<file path="src/rtl/tsense_pkg.sv">
// Shared types for the temperature sensor conversion controller.
// Assumes the control word layout is fixed by software: bit0 release,
// bit1 power-down, bit2 request.
package tsense_pkg;

    localparam int CODE_W  = 12;
    localparam int RES_LSB = 16;

    typedef struct packed {
        logic run;  // bit 2: conversion request
        logic pd;   // bit 1: analog power-down
        logic rel;  // bit 0: core reset release (0 keeps reset)
    } ctl_t;

    typedef enum logic {
        CONV_IDLE = 1'b0,
        CONV_BUSY = 1'b1
    } conv_st_e;

endpackage

</file>
<file path="src/rtl/tsense_pwr.sv">
// Power and reset sequencer. Counts PU_CYCLES after power-down clears, then
// holds the core reset RST_CYCLES more before ready may rise. Assumes pd and
// rel come from a register; ready drops one edge after pd or !rel appear.
module tsense_pwr #(
    parameter int PU_CYCLES  = 5000,
    parameter int RST_CYCLES = 10
) (
    input  logic clk,
    input  logic rst_n,
    input  logic pd,
    input  logic rel,
    output logic ready
);
    localparam int PU_W  = $clog2(PU_CYCLES + 1);
    localparam int RST_W = $clog2(RST_CYCLES + 1);
    localparam logic [PU_W-1:0]  PU_LAST  = PU_W'(PU_CYCLES);
    localparam logic [RST_W-1:0] RST_LAST = RST_W'(RST_CYCLES);

    logic [PU_W-1:0]  pu_cnt;
    logic [RST_W-1:0] hold_cnt;
    logic             pwr_ok;
    logic             ready_q;

    assign pwr_ok = (pu_cnt == PU_LAST);

    // Power-up timer: restarts while powered down, stops at the limit.
    always_ff @(posedge clk) begin
        if (!rst_n || pd)
            pu_cnt <= '0;
        else if (!pwr_ok)
            pu_cnt <= pu_cnt + PU_W'(1);
    end

    // Reset hold timer: runs while powered and the core is still in reset.
    always_ff @(posedge clk) begin
        if (!rst_n || !pwr_ok || ready_q)
            hold_cnt <= '0;
        else if (hold_cnt != RST_LAST)
            hold_cnt <= hold_cnt + RST_W'(1);
    end

    // Ready register: release only after both timers have expired.
    always_ff @(posedge clk) begin
        if (!rst_n)
            ready_q <= 1'b0;
        else
            ready_q <= rel && !pd && pwr_ok && (ready_q || hold_cnt == RST_LAST);
    end

    assign ready = ready_q;

    assert_ready_needs_power_R2: assert property (@(posedge clk) disable iff (!rst_n)
        ready_q |-> (pu_cnt == PU_LAST));
    assert_reset_held_R2: assert property (@(posedge clk) disable iff (!rst_n)
        $rose(ready_q) |-> ($past(hold_cnt) == RST_LAST));

endmodule

</file>
<file path="src/rtl/tsense_conv.sv">
// Sample scheduler. Starts a conversion when requested and ready, finishes it
// after SAMPLE_CYCLES cycles, and captures the raw code at that moment.
// Assumes raw_code is valid from the analog side when the period ends.
module tsense_conv
    import tsense_pkg::*;
#(
    parameter int SAMPLE_CYCLES = 819200
) (
    input  logic              clk,
    input  logic              rst_n,
    input  logic              ready,
    input  logic              run,
    input  logic [CODE_W-1:0] raw_code,
    output logic              fin,
    output logic              busy,
    output logic [CODE_W-1:0] result
);
    localparam int CNT_W = $clog2(SAMPLE_CYCLES);
    localparam logic [CNT_W-1:0] CNT_LAST = CNT_W'(SAMPLE_CYCLES - 1);

    conv_st_e          st_q;
    logic [CNT_W-1:0]  cnt_q;
    logic [CODE_W-1:0] result_q;

    assign fin  = (st_q == CONV_BUSY) && ready && (cnt_q == CNT_LAST);
    assign busy = (st_q == CONV_BUSY);

    // Conversion state and period counter; an in-flight sample ignores run.
    always_ff @(posedge clk) begin
        if (!rst_n) begin
            st_q  <= CONV_IDLE;
            cnt_q <= '0;
        end else begin
            case (st_q)
                CONV_IDLE: begin
                    cnt_q <= '0;
                    if (run && ready)
                        st_q <= CONV_BUSY;
                end
                default: begin
                    if (!ready) begin
                        st_q  <= CONV_IDLE;
                        cnt_q <= '0;
                    end else if (cnt_q == CNT_LAST) begin
                        cnt_q <= '0;
                        st_q  <= run ? CONV_BUSY : CONV_IDLE;
                    end else begin
                        cnt_q <= cnt_q + CNT_W'(1);
                    end
                end
            endcase
        end
    end

    // Result register: loaded only at the end of a sample period.
    always_ff @(posedge clk) begin
        if (!rst_n)
            result_q <= '0;
        else if (fin)
            result_q <= raw_code;
    end

    assign result = result_q;

    assert_result_hold_R6: assert property (@(posedge clk) disable iff (!rst_n)
        !fin |=> $stable(result_q));
    assert_abort_R10: assert property (@(posedge clk) disable iff (!rst_n)
        !ready |=> (st_q == CONV_IDLE));

endmodule

</file>
<file path="src/rtl/tsense_irq.sv">
// Completion interrupt. A pending level set by each finished sample and
// cleared by a write-one pulse, plus a saturating count of completions that
// land while the level is still pending. Set wins over clear.
module tsense_irq #(
    parameter int OVF_W = 8
) (
    input  logic             clk,
    input  logic             rst_n,
    input  logic             fin,
    input  logic             ack,
    output logic             pend,
    output logic [OVF_W-1:0] ovf
);
    localparam logic [OVF_W-1:0] OVF_MAX = '1;

    logic             pend_q;
    logic [OVF_W-1:0] ovf_q;

    // Pending flag: a completion sets it, an ack clears it.
    always_ff @(posedge clk) begin
        if (!rst_n)
            pend_q <= 1'b0;
        else
            pend_q <= fin || (pend_q && !ack);
    end

    // Overflow counter: counts completions that find the flag still set.
    always_ff @(posedge clk) begin
        if (!rst_n)
            ovf_q <= '0;
        else if (fin && pend_q && !ack && ovf_q != OVF_MAX)
            ovf_q <= ovf_q + OVF_W'(1);
    end

    assign pend = pend_q;
    assign ovf  = ovf_q;

    assert_pend_set_R7: assert property (@(posedge clk) disable iff (!rst_n)
        fin |=> pend_q);
    assert_ovf_step_R8: assert property (@(posedge clk) disable iff (!rst_n)
        (fin && pend_q && !ack && ovf_q != OVF_MAX) |=> (ovf_q == $past(ovf_q) + OVF_W'(1)));

endmodule

</file>
<file path="src/rtl/tsense_ctrl.sv">
// Top of the temperature sensor conversion controller. Holds the control
// word and the sticky error flag, and wires the power sequencer, the sample
// scheduler and the interrupt logic. Cycle counts derive from CLK_MHZ
// unless overridden.
module tsense_ctrl
    import tsense_pkg::*;
#(
    parameter int CLK_MHZ       = 100,
    parameter int PU_CYCLES     = 50 * CLK_MHZ,
    parameter int RST_CYCLES    = (CLK_MHZ * 100 + 999) / 1000,
    parameter int SAMPLE_CYCLES = 8192 * CLK_MHZ,
    parameter int OVF_W         = 8
) (
    input  logic              clk,
    input  logic              rst_n,
    input  logic              ctl_we,
    input  logic [2:0]        ctl_wdata,
    input  logic              irq_ack,
    input  logic              err_ack,
    input  logic [CODE_W-1:0] raw_code,
    output logic              sense_pd,
    output logic              sense_rst_n,
    output logic [31:0]       status_word,
    output logic              irq,
    output logic [OVF_W-1:0]  ovf_count
);
    ctl_t              ctl_q;
    ctl_t              ctl_w;
    logic              err_q;
    logic              ready;
    logic              fin;
    logic              busy;
    logic              pend;
    logic [CODE_W-1:0] result;

    assign ctl_w = ctl_t'(ctl_wdata);

    // Control register: a request is kept only while the core is ready.
    always_ff @(posedge clk) begin
        if (!rst_n) begin
            ctl_q <= '{run: 1'b0, pd: 1'b1, rel: 1'b0};
        end else if (ctl_we) begin
            ctl_q.run <= ctl_w.run && ready;
            ctl_q.pd  <= ctl_w.pd;
            ctl_q.rel <= ctl_w.rel;
        end else begin
            ctl_q.run <= ctl_q.run && ready;
        end
    end

    // Sticky error: records a request made while the core was not ready.
    always_ff @(posedge clk) begin
        if (!rst_n)
            err_q <= 1'b0;
        else if (ctl_we && ctl_w.run && !ready)
            err_q <= 1'b1;
        else if (err_ack)
            err_q <= 1'b0;
    end

    tsense_pwr #(
        .PU_CYCLES (PU_CYCLES),
        .RST_CYCLES(RST_CYCLES)
    ) u_pwr (
        .clk  (clk),
        .rst_n(rst_n),
        .pd   (ctl_q.pd),
        .rel  (ctl_q.rel),
        .ready(ready)
    );

    tsense_conv #(
        .SAMPLE_CYCLES(SAMPLE_CYCLES)
    ) u_conv (
        .clk     (clk),
        .rst_n   (rst_n),
        .ready   (ready),
        .run     (ctl_q.run),
        .raw_code(raw_code),
        .fin     (fin),
        .busy    (busy),
        .result  (result)
    );

    tsense_irq #(
        .OVF_W(OVF_W)
    ) u_irq (
        .clk  (clk),
        .rst_n(rst_n),
        .fin  (fin),
        .ack  (irq_ack),
        .pend (pend),
        .ovf  (ovf_count)
    );

    assign sense_pd    = ctl_q.pd;
    assign sense_rst_n = ready;
    assign irq         = pend;
    assign status_word = {4'b0, result, 12'b0, err_q, pend, busy, ready};

    assert_req_ignored_R9: assert property (@(posedge clk) disable iff (!rst_n)
        (ctl_we && ctl_wdata[2] && !ready) |=> (err_q && !ctl_q.run));
    assert_pd_drops_ready_R10: assert property (@(posedge clk) disable iff (!rst_n)
        ctl_q.pd |=> !ready);

endmodule

</file>
<file path="config.mk">
export PLATFORM = sky130hd
export DESIGN_NAME = tsense_ctrl
export DESIGN_NICKNAME = d
export VERILOG_FILES = /design/src/rtl/tsense_pkg.sv /design/src/rtl/tsense_pwr.sv /design/src/rtl/tsense_conv.sv /design/src/rtl/tsense_irq.sv /design/src/rtl/tsense_ctrl.sv
export SDC_FILE = /design/constraint.sdc
export NUM_CORES = 1
export LEC_CHECK = 0
export BUFFER_PORTS_ARGS = -buffer_cell sky130_fd_sc_hd__buf_2
export CAP_MARGIN = 20
export CORE_MARGIN = 5
export CORE_UTILIZATION = 40
export CTS_CLUSTER_DIAMETER = 200
export DETAILED_ROUTE_END_ITERATION = 10
export HOLD_SLACK_MARGIN = 0.12
export PLACE_DENSITY_LB_ADDON = 0.1
export SLEW_MARGIN = 10
export SYNTH_ARGS = -nofsm -noshare
export SYNTH_HDL_FRONTEND = slang
export SYNTH_HIERARCHICAL = 1
export SYNTH_SLANG_ARGS = --single-unit
</file>
<file path="constraint.sdc">
create_clock -name clk -period 2.5 [get_ports clk]
set_clock_uncertainty 0.1 [all_clocks]
set_input_delay 0 -clock clk [delete_from_list [all_inputs] [get_ports clk]]
set_output_delay 0 -clock clk [all_outputs]
set_load 0.03 [all_outputs]
</file>
# Yosys cells after proc, flatten, opt, wreduce, memory -nomap -nowiden
# Index checks and enable logic that the tools add are counted.
# word_totals
regBits	64
latch_bits	0
mem_bits_rw	0
mem_bits_ro	0
inputBits	20
elab_cells	57
mem_count	0
# op_classes
add_sub_neg	4
mul	0
div	0
order_cmp	0
n_eq_ne	5
shifts	0
muxes	8
bitwise	3
n_reduce_logical	25
# ops
cell	count
$add 20x1->20 const B	1
$eq 20x20->1 const B	1
$add 13x1->13 const B	1
$eq 13x13->1 const B	1
$logic_and 1x1->1	13
$add 8x1->8 const B	1
$mux 1	8
$ne 8x8->1 const B	1
$logic_not 1->1	5
$logic_or 1x1->1	5
$add 4x1->4 const B	1
$eq 4x4->1 const B	1
$ne 4x4->1 const B	1
$reduce_or 4->1	1
$not 1->1	3
$reduce_bool 2->1	1

# Depth between registers and ports, before layout
# Gate-level depths: netlist of the first run.
# depth
ltp_word	5
mapped_depth	11

# Cells and area by module
# Netlist of the first run, hierarchy kept.
# by_module_without_submodules
module	instances	cells_per_inst	area_each_um2
tsense_conv	1	166	1472.7
tsense_pwr	1	101	887.1
tsense_irq	1	49	494.2
tsense_ctrl	1	35	301.5

# Worst setup path before layout of the first run
# OpenSTA, ideal clock, no wires.
# synth_path
path_type	register -> register
start	register u_conv.cnt_q[0]
end	register u_irq.ovf_q[7], in the netlist u_irq/ovf[7]
setup_time_ps	122
t_arrival_ps	2081
setup_slack_ps	197
stages_incl_launch_ff	11
period_less_slack_ps	2303
path_cell_list	dfxtp_1 ha_1 and2_1 clkbuf_1 nand4_1 clkbuf_1 nor2_1 and3b_1 buf_6 nand4_4 o311a_1
# synth_between
elab_chain_len	5
# synth_rtl
item	line_no	rtl
start: declaration	tsense_conv.sv:22	logic [CNT_W-1:0] cnt_q;
start signal: assignment	tsense_conv.sv:48	cnt_q <= cnt_q + CNT_W'(1);
$eq 20x20->1	tsense_conv.sv:25	assign fin = (st_q == CONV_BUSY) && ready && (cnt_q == CNT_LAST);
$logic_and 1x1->1	tsense_conv.sv:25	
net fin	tsense_ctrl.sv:31	logic fin;
$logic_and 1x1->1 (3 in a row)	tsense_irq.sv:31	else if (fin && pend_q && !ack && ovf_q != OVF_MAX)
end signal: assignment	tsense_irq.sv:32	ovf_q <= ovf_q + OVF_W'(1);
end: declaration	tsense_irq.sv:17	logic [OVF_W-1:0] ovf_q;
# The timed path passes the listed nets, and every way through them passes these cells.
# A chain may end at the register's enable or synchronous reset.

# Worst setup path after layout of the first run
# layout_path
start	register u_conv.cnt_q[0]
end	register u_conv.result_q[7], in the netlist u_conv/result[7]
# layout_between
elab_chain_len	2
# layout_rtl
item	line_no	rtl
$eq 20x20->1	tsense_conv.sv:25	
$logic_and 1x1->1	tsense_conv.sv:25	
end signal: assignment	tsense_conv.sv:60	result_q <= raw_code;
end: declaration	tsense_conv.sv:23	logic [CODE_W-1:0] result_q;
# Every way passes these cells.

==> reports/metrics.csv, run 1 <==
metric,value,unit
Overall Global Routing Usage,14.5,%
TritonCTS buffer count,9,
Setup Buffers After CTS,0,
first-pass GRT wire length,11600,microns
Highest Signal Layer,met4,
area of the multi-input gates,1660,sq um
Final nets,460,
maximum VDD drop,0.000218,V
worst slew pin tran,0.752,ns
placed inst area,3390,sq um
Detailed Place HPWL,4660,microns
vias in the first global route,2521,
worst-skew pair later-pin latency,0.33,ns
Routed Antenna Nets,0,
Yosys Warn Count,6,
PD cells,480,nW/um^2
top cell type's share of synthesized area,40.6,%
initial drt markers,62,
CP Capture Type,flop,
Synth cell types,55,
Die Height,98.8,microns
maxcap violations,0,
ant diodes,0,
pin count of the biggest net entering global routing,33,
most frequent CP cell,buf_4,
CP max stage cell,dlygate4sd3_1,
Max Freq,0.432,GHz
layout cells sized above 1,19.0,%
design area,3940,sq um
via/cell ratio,4.99,
# IOs,63,
clk sinks,64,
Worst Path Required,2.67,ns
"most common cell after layout, fill and taps aside",dfxtp_1,
syn_area_per_cell,8.99,sq um
1st-pass router iterations,4,
CP Cell Sequence,ha_1 > and2_1 > buf_4 > and4_1 > buf_4 > nand4_1 > a21boi_1 > dlygate4sd3_1,
CTS Root Cell,clkbuf_8,
clock slew at reported path FFs,0.07,ns
# setup viols final,0,
Mapped Area,3160,sq um
post-synthesis sequential area ratio,40.6,%
"Power, Total",1.89,mW
"flops & latches, synth",64,
largest cells by area after synthesis,"dfxtp_1 (41%), buf_4 (5.2%), nand4_1 (4.6%)",
Period minus WS final,2.31,ns
Startpoint Class,flop,
Tcrit/Tclk final,92.5,%
Area Growth Syn to Fin,24.9,%
metal3 WL,302,microns
leakage,1.55,nW
via count,2686,
Placed Cells,486,
htree depth,3,
initial antenna violation count,0,
Clock Tree Buf Depth,2,
worst hold path type,reg -> reg,
Max Slew Vio Count,0,
worst path arrival time,2.49,ns
asr flop ratio synth,0,%
outcome,completed,
Post-synth EDFFs,0,
# fillers,761,
TNS Setup,0,ns
Routed Wire Length,6950,microns
IO buf count,46,
"commonest cells after routing, fill and taps aside","dfxtp_1 (64), buf_2 (46), dlygate4sd3_1 (39)",
WS Path Type,reg -> reg,
wl on met1,3270,microns
Initial Util,41.0,%
DRC,0,
CP max stage delay,0.57,ns
CTS tree,yes,
cell taking the most area after synthesis,dfxtp_1,
crit path max fanout,12,
die width,98.8,microns
post-layout util,51.3,%
area of the core,7690,sq um
hold buffer count at cts,39,
final hold vios,0,
Met2 Routed Length,3310,microns
RD Place Congestion,0.704,
# rows,32,
Synth Flop Type,dfxtp_1,
Final Non-Filler Cells,538,
relative slew slack,49.7,%
WL per Instance,12.9,microns
Syn Inst Count,351,
FF/Latch Area,1280,sq um
RSZ-0062 raised after global routing,false,
Resized cells post-CTS,0,
GRT Residual Overflow,0,
Die Area,9770,sq um
==> flip-flops by register name, indices dropped and copies added (netlist names) <==
signal / cells
u_conv/busy: 1
sense_pd: 1
u_conv/result: 12
u_pwr/ready: 1
ctl_q: 2
u_irq/pend: 1
u_pwr/pu_cnt: 13
u_pwr/hold_cnt: 4
u_conv/cnt_q: 20
err_q: 1
u_irq/ovf: 8
==> cells by family after synthesis <==
group	synth area share, %
compound gates	13.2
xor+xnor	5.27
fa+ha+maj	2.38
buf+inv	8.72
flops	40.6
mux	2.85
other cells	0.119
simple gates	26.8
==> per-layer routing <==
metal,up-vias,global-route usage [%]
met5,-,0
met4,0,5.36
met3,7,3.54
met2,47,23.1
met1,1252,19.0
li1,1380,-
==> where the power goes <==
group,internal [mW],switching (mW),total [mW]
Clock,0.396,0.360,0.756
Sequential,1.02,0.00271,1.03
Combinational,0.0484,0.0621,0.111
Total,1.47,0.424,1.89
==> synthesized netlist by cell type (2+ instances only) <==
library cell and count:
dfxtp_1 64, nand2_1 27, nor2_1 25, nand4_1 23
buf_4 22, o21ai_0 16, nand3_1 13, a21boi_1 12
inv_1 10, xnor2_1 10, a21oi_1 9, mux2i_1 9
xor2_1 9, clkbuf_1 8, ha_1 6, nand2b_1 6
and3_1 5, o31ai_1 5, or3_1 5, buf_2 4
nand3b_1 4, nor4_1 4, a21oi_2 3, and2_1 3
and4_1 3, nor2b_1 3, nor3_1 3, o21ai_1 3
or4_1 3, or4_4 3, a211oi_2 2, a21o_1 2
buf_6 2, nand4_4 2, o311a_1 2, or4b_1 2
==> final cells by class <==
class / count / share of cell area, %
clock buffers: 12 / 3.94
well taps: 102 / 3.24
repair buffers: 93 / 17.3
flip-flops and latches: 64 / 32.5
clock inverters: 1 / 0.127
inverters: 10 / 0.952
multi-input cells: 256 / 42.0
==> metrics by stage <==
step	setup WS [ns]	hold WS, ns
after global placement	0.360	0.120
after global routing	0.0605	0.380
after floorplan	0.197	-0.0381
final	0.187	0.352
after detailed placement	0.342	0.128
after CTS	0.221	0.361
==> critical path, delay by kind of cell (launching register included) <==
family / cells / cell delay [ns]
buffers and inverters: 3 / 0.94
AND/OR/NAND/NOR: 3 / 0.52
flip-flops: 1 / 0.35
adder cells (fa/ha/maj): 1 / 0.19
AO/OA/AOI/OAI: 1 / 0.16
==> path summary, 6_finish.rpt <==
path,start,to,slack (ns),cells past startpoint
worst max-delay path,u_conv/cnt_q[0]$_SDFF_PP0_,u_conv/result[7]$_SDFFE_PN0P_,0.19,8
worst min register to register,u_conv/cnt_q[0]$_SDFF_PP0_,u_conv/cnt_q[0]$_SDFF_PP0_,0.35,1
worst max register to register,u_conv/cnt_q[0]$_SDFF_PP0_,u_conv/result[7]$_SDFFE_PN0P_,0.19,8
worst min-delay path,u_conv/cnt_q[0]$_SDFF_PP0_,u_conv/cnt_q[0]$_SDFF_PP0_,0.35,1
(Power assumes the default switching activity.)
==> run 2, diff against run 1 <==
CTS_BUF_LIST = sky130_fd_sc_hd__clkbuf_2 sky130_fd_sc_hd__clkbuf_4 sky130_fd_sc_hd__clkbuf_8   (was default)
==> run 2 against run 1 <==
Global-route usage did not move. Hold slack is essentially flat. Die area is the same. Worst setup slack lost 0.00051 ns. Final cell count unchanged. Via count barely moved. Critical path type unchanged.
==> reports/metrics.csv, run 2 (synthesized netlist as in run 1, its figures left out) <==
metric,value,unit,change
htree depth,3,,unchanged
Overall Global Routing Usage,14.5,%,unchanged
Worst Path Required,2.67,ns,about the same
crit path max fanout,12,,unchanged
Tcrit/Tclk final,92.6,%,was 92.5%
worst path arrival time,2.49,ns,about the same
Final nets,460,,unchanged
ant diodes,0,,unchanged
via count,2688,,was 2686
maxcap violations,0,,unchanged
CTS tree,yes,,unchanged
Die Height,98.8,microns,unchanged
post-layout util,51.3,%,about the same
# IOs,63,,unchanged
worst hold path type,reg -> reg,,unchanged
CP Capture Type,flop,,unchanged
worst-skew pair later-pin latency,0.33,ns,about the same
Die Area,9770,sq um,unchanged
maximum VDD drop,0.000218,V,about the same
initial drt markers,66,,was 62
pin count of the biggest net entering global routing,33,,unchanged
die width,98.8,microns,unchanged
RD Place Congestion,0.704,,unchanged
outcome,completed,,unchanged
1st-pass router iterations,4,,unchanged
IO buf count,46,,unchanged
WS Path Type,reg -> reg,,unchanged
leakage,1.56,nW,was 1.55 nW
area of the core,7690,sq um,unchanged
TNS Setup,0,ns,unchanged
GRT Residual Overflow,0,,unchanged
clk sinks,64,,unchanged
initial antenna violation count,0,,unchanged
Routed Antenna Nets,0,,unchanged
RSZ-0062 raised after global routing,false,,unchanged
design area,3950,sq um,was 3940 sq um
Period minus WS final,2.31,ns,about the same
Max Freq,0.432,GHz,about the same
PD cells,483,nW/um^2,was 480 nW/um^2
layout cells sized above 1,19.3,%,was 19.0%
Routed Wire Length,6950,microns,about the same
DRC,0,,unchanged
"commonest cells after routing, fill and taps aside","dfxtp_1 (64), buf_2 (46), dlygate4sd3_1 (39)",,unchanged
via/cell ratio,5.00,,was 4.99
number of flip-flops under the largest register name,20,,unchanged
CTS Root Cell,clkbuf_8,,unchanged
Hold WS,0.352,ns,about the same
Initial Util,41.0,%,unchanged
Detailed Place HPWL,4660,microns,unchanged
Startpoint Class,flop,,unchanged
hold depth,1,,unchanged
final hold vios,0,,unchanged
"most common cell after layout, fill and taps aside",dfxtp_1,,unchanged
placed inst area,3390,sq um,unchanged
relative slew slack,49.7,%,unchanged
WL per Instance,12.9,microns,about the same
Setup Buffers After CTS,0,,unchanged
TritonCTS buffer count,9,,unchanged
Max Slew Vio Count,0,,unchanged
Area Growth Syn to Fin,25.1,%,was 24.9%
# rows,32,,unchanged
worst slew pin tran,0.752,ns,unchanged
first-pass GRT wire length,11600,microns,unchanged
Top reg by flops,u_conv/cnt_q,,unchanged
clock slew at reported path FFs,0.07,ns,about the same
vias in the first global route,2521,,unchanged
Reg2Reg Depth,8,,unchanged
# setup viols final,0,,unchanged
Clock Tree Buf Depth,2,,unchanged
==> run 2: cell counts in the layout (fill, tap and decap cells not counted) <==
Identical to the previous run, type by type.
==> run 2: path summary, 6_finish.rpt <==
kind	start	endpoint	slack, ns
max	u_conv/cnt_q[0]$_SDFF_PP0_	u_conv/result[7]$_SDFFE_PN0P_	0.19
min	u_conv/cnt_q[0]$_SDFF_PP0_	u_conv/cnt_q[0]$_SDFF_PP0_	0.35
max reg2reg	u_conv/cnt_q[0]$_SDFF_PP0_	u_conv/result[7]$_SDFFE_PN0P_	0.19
min reg2reg	u_conv/cnt_q[0]$_SDFF_PP0_	u_conv/cnt_q[0]$_SDFF_PP0_	0.35
==> run 2: layout make-up <==
class	count	area, sq um
Clock inverter	1	5.00
Multi-Input combinational cell	256	1660
Tap cell	102	128
Fill cell	761	3740
Clock buffer	12	159
Timing Repair Buffer	93	681
Inverter	10	37.5
Sequential cell	64	1280
==> run 2: power by group <==
group / switching (mW) / internal (mW)
registers: 0.00271 / 1.02
logic: 0.0621 / 0.0484
clock network: 0.361 / 0.407
==> run 2: stage by stage <==
step / setup slack (ns) / total power, mW / instances
finish: 0.186 / 1.90 / 538
detailed placement: 0.342 / 1.13 / 486
CTS: 0.221 / 1.94 / 538
global placement: 0.360 / 1.13 / 486
global route: 0.0604 / 2.00 / 538
floorplan: 0.197 / 1.12 / 366
==> run 2: critical path: stages (launching register included) <==
cell and delay, ns:
dfxtp_1 0.35, ha_1 0.19, and2_1 0.19, buf_4 0.17, and4_1 0.23, buf_4 0.20
nand4_1 0.10, a21boi_1 0.17, dlygate4sd3_1 0.57
==> run 2: repair_timing <==
| action | CTS | global route |
|---|---|---|
| endpoints found under the hold margin | 26 | 0 |
| hold buffers | 39 | 0 |
| gates resized for setup | 0 | 0 |
==> run 2: layer usage <==
metal	track usage (%)	part of all wire [%]
met5	0	0
met4	5.36	1.0
met3	3.54	4.1
met2	23.1	48
met1	19.0	47
==> run 3, diff against run 2 <==
MAX_ROUTING_LAYER = met4   (was default)
SKIP_LAST_GASP = 1   (was default)
clock period = 1.9 ns   (was 2.5 ns; I/O delays follow)
==> run 3 against run 2 <==
The flow now finishes with violations (setup timing). Sequential power is 31% higher. Combinational power is 30% higher. Fmax is 21% higher. Routed wire length is 2.3% higher. Total power is 48% higher.
==> reports/metrics.csv, run 3 (synthesized netlist as in run 1, its figures left out) <==
metric,value,unit,change
number of flip-flops under the largest register name,20,,unchanged
Startpoint Class,flop,,unchanged
DRC,0,,unchanged
pin count of the biggest net entering global routing,20,,was 33
Max Freq,0.522,GHz,was 0.432 GHz
via count,2705,,was 2688
"Power, Total",2.82,mW,was 1.90 mW
RD Place Congestion,0.743,,was 0.704
CTS tree,yes,,unchanged
worst-skew pair later-pin latency,0.33,ns,about the same
Period minus WS final,1.92,ns,was 2.31 ns
GRT Residual Overflow,0,,unchanged
Clock Tree Buf Depth,2,,unchanged
r2r setup slk,-0.02,ns,was 0.19 ns
post-layout util,54.4,%,was 51.3%
Tcrit/Tclk final,101,%,was 92.6%
Final Non-Filler Cells,561,,was 538
Worst Path Required,2.02,ns,was 2.67 ns
# IOs,63,,unchanged
CP Capture Type,flop,,unchanged
Final nets,480,,was 460
maximum VDD drop,0.000327,V,was 0.000218 V
crit path launch,u_conv/cnt_q[16]$_SDFF_PP0_,,was u_conv/cnt_q[0]$_SDFF_PP0_
TritonCTS buffer count,9,,unchanged
Routed Wire Length,7110,microns,was 6950 microns
die width,98.8,microns,unchanged
hold depth,2,,was 1
Reg2Reg Depth,7,,was 8
clk sinks,64,,unchanged
post-route setup slack,-0.0159,ns,was 0.186 ns
WL per Instance,12.7,microns,was 12.9 microns
CTS Root Cell,clkbuf_8,,unchanged
Die Height,98.8,microns,unchanged
htree depth,3,,unchanged
crit path max fanout,6,,was 12
Area Growth Syn to Fin,32.6,%,was 25.1%
# setup viols final,1,,was 0
initial drt markers,96,,was 66
area of the core,7690,sq um,unchanged
hold path start,u_pwr/pu_cnt[12]$_SDFFE_PP0P_,,was u_conv/cnt_q[0]$_SDFF_PP0_
Routed Antenna Nets,0,,unchanged
Detailed Place HPWL,4910,microns,was 4660 microns
outcome,finished with violations,,was completed
PD cells,674,nW/um^2,was 483 nW/um^2
maxcap violations,0,,unchanged
failing checks,setup timing,,
Critical R2R Launch,u_conv/cnt_q[16]$_SDFF_PP0_,,was u_conv/cnt_q[0]$_SDFF_PP0_
layout cells sized above 1,29.2,%,was 19.3%
via/cell ratio,4.82,,was 5.00
Die Area,9770,sq um,unchanged
ant diodes,0,,unchanged
Initial Util,41.0,%,unchanged
hold endpoint,u_pwr/pu_cnt[12]$_SDFFE_PP0P_,,was u_conv/cnt_q[0]$_SDFF_PP0_
Placed Cells,516,,was 486
first-pass GRT wire length,12200,microns,was 11600 microns
worst flop-to-flop path endpoint,u_irq/ovf[7]$_SDFFE_PN0P_,,was u_conv/result[7]$_SDFFE_PN0P_
"most common cell after layout, fill and taps aside",dfxtp_1,,unchanged
worst path arrival time,2.04,ns,was 2.49 ns
initial antenna violation count,0,,unchanged
"commonest cells after routing, fill and taps aside","dfxtp_1 (57), buf_2 (46), buf_4 (42)",,"was dfxtp_1 (64), buf_2 (46), dlygate4sd3_1 (39)"
leakage,1.69,nW,was 1.56 nW
IO buf count,46,,unchanged
clock slew at reported path FFs,0.07,ns,about the same
# rows,32,,unchanged
Max Slew Vio Count,0,,unchanged
Top reg by flops,u_conv/cnt_q,,unchanged
1st-pass router iterations,4,,unchanged
final hold vios,0,,unchanged
RSZ-0062 raised after global routing,true,,was false
WS Path Type,reg -> reg,,unchanged
vias in the first global route,2698,,was 2521
worst hold path type,reg -> reg,,unchanged
Overall Global Routing Usage,15.4,%,was 14.5%
==> run 3: cell count changes in the layout (fill, tap and decap cells not counted), moves of 2 or more <==
cell           before  now
nor2_4              0    2
dfxtp_2             0    6
dlygate4sd3_1      39   24
dfxtp_1            64   57
buf_4               8   42
bufinv_16           0    2
clkbuf_4            1    3
==> run 3: routing by layer <==
layer / up-vias / share of wire (%) / GRT usage (%)
li1: 1421 / - / -
met1: 1227 / 49 / 19.4
met2: 52 / 45 / 24.3
met3: 5 / 4.7 / 3.40
met4: 0 / 0.79 / 5.67
met5: - / 0 / -
==> run 3: where the power goes <==
| part | switching (mW) | internal (mW) |
|---|---|---|
| logic | 0.0824 | 0.0619 |
| clock network | 0.509 | 0.818 |
| registers | 0.00361 | 1.34 |
==> run 3: worst max path at each step <==
| stage | cells after the start | to | slack [ns] |
|---|---|---|---|
| 3_3_place_gp | 9 | u_irq/ovf[3]$_SDFFE_PN0P_ | -0.02 |
| 3_5_place_dp | 9 | u_irq/ovf[3]$_SDFFE_PN0P_ | -0.06 |
| 5_1_grt | 8 | u_irq/ovf[3]$_SDFFE_PN0P_ | -0.16 |
| 6_report | 7 | u_irq/ovf[7]$_SDFFE_PN0P_ | -0.02 |
| 4_1_cts | 7 | u_irq/ovf[7]$_SDFFE_PN0P_ | -0.04 |
| 2_1_floorplan | 10 | u_irq/ovf[7]$_SDFFE_PN0P_ | -0.12 |
==> run 3: area by class of cell <==
type | instances | area, sq um
Multi-Input combinational cell | 256 | 1710
Tap cell | 102 | 128
Timing Repair Buffer | 113 | 797
Inverter | 10 | 37.5
Clock inverter | 3 | 65.1
Sequential cell | 64 | 1290
Clock buffer | 13 | 160
Fill cell | 724 | 3500
==> run 3: critical path: stages, from the launching register on <==
cell and delay [ns]:
dfxtp_2 0.33, nor4b_4 0.27, nand4_1 0.21, nor2_4 0.13, and3b_1 0.19, buf_6 0.13, nand4_4 0.13, o311a_1 0.31
==> run 3: metrics by stage <==
stage	TNS [ns]	hold WS, ns	setup WS [ns]	instance area (sq um)
floorplan	-0.491	-0.0381	-0.123	3290
global placement	-0.0203	0.119	-0.0160	3660
detailed placement	-0.105	0.122	-0.0602	3660
CTS	-0.0829	0.355	-0.0445	4170
global route	-0.782	0.375	-0.164	4190
finish	-0.0159	0.367	-0.0159	4190
==> run 3: what timing repair did <==
action                                  4_1_cts  5_1_grt
setup buffers                                 3        2
pin swaps                                     1        4
endpoints found under the setup margin        3        8
endpoints found under the hold margin        27        0
gates resized for setup                       3        1
hold buffers                                 25        0
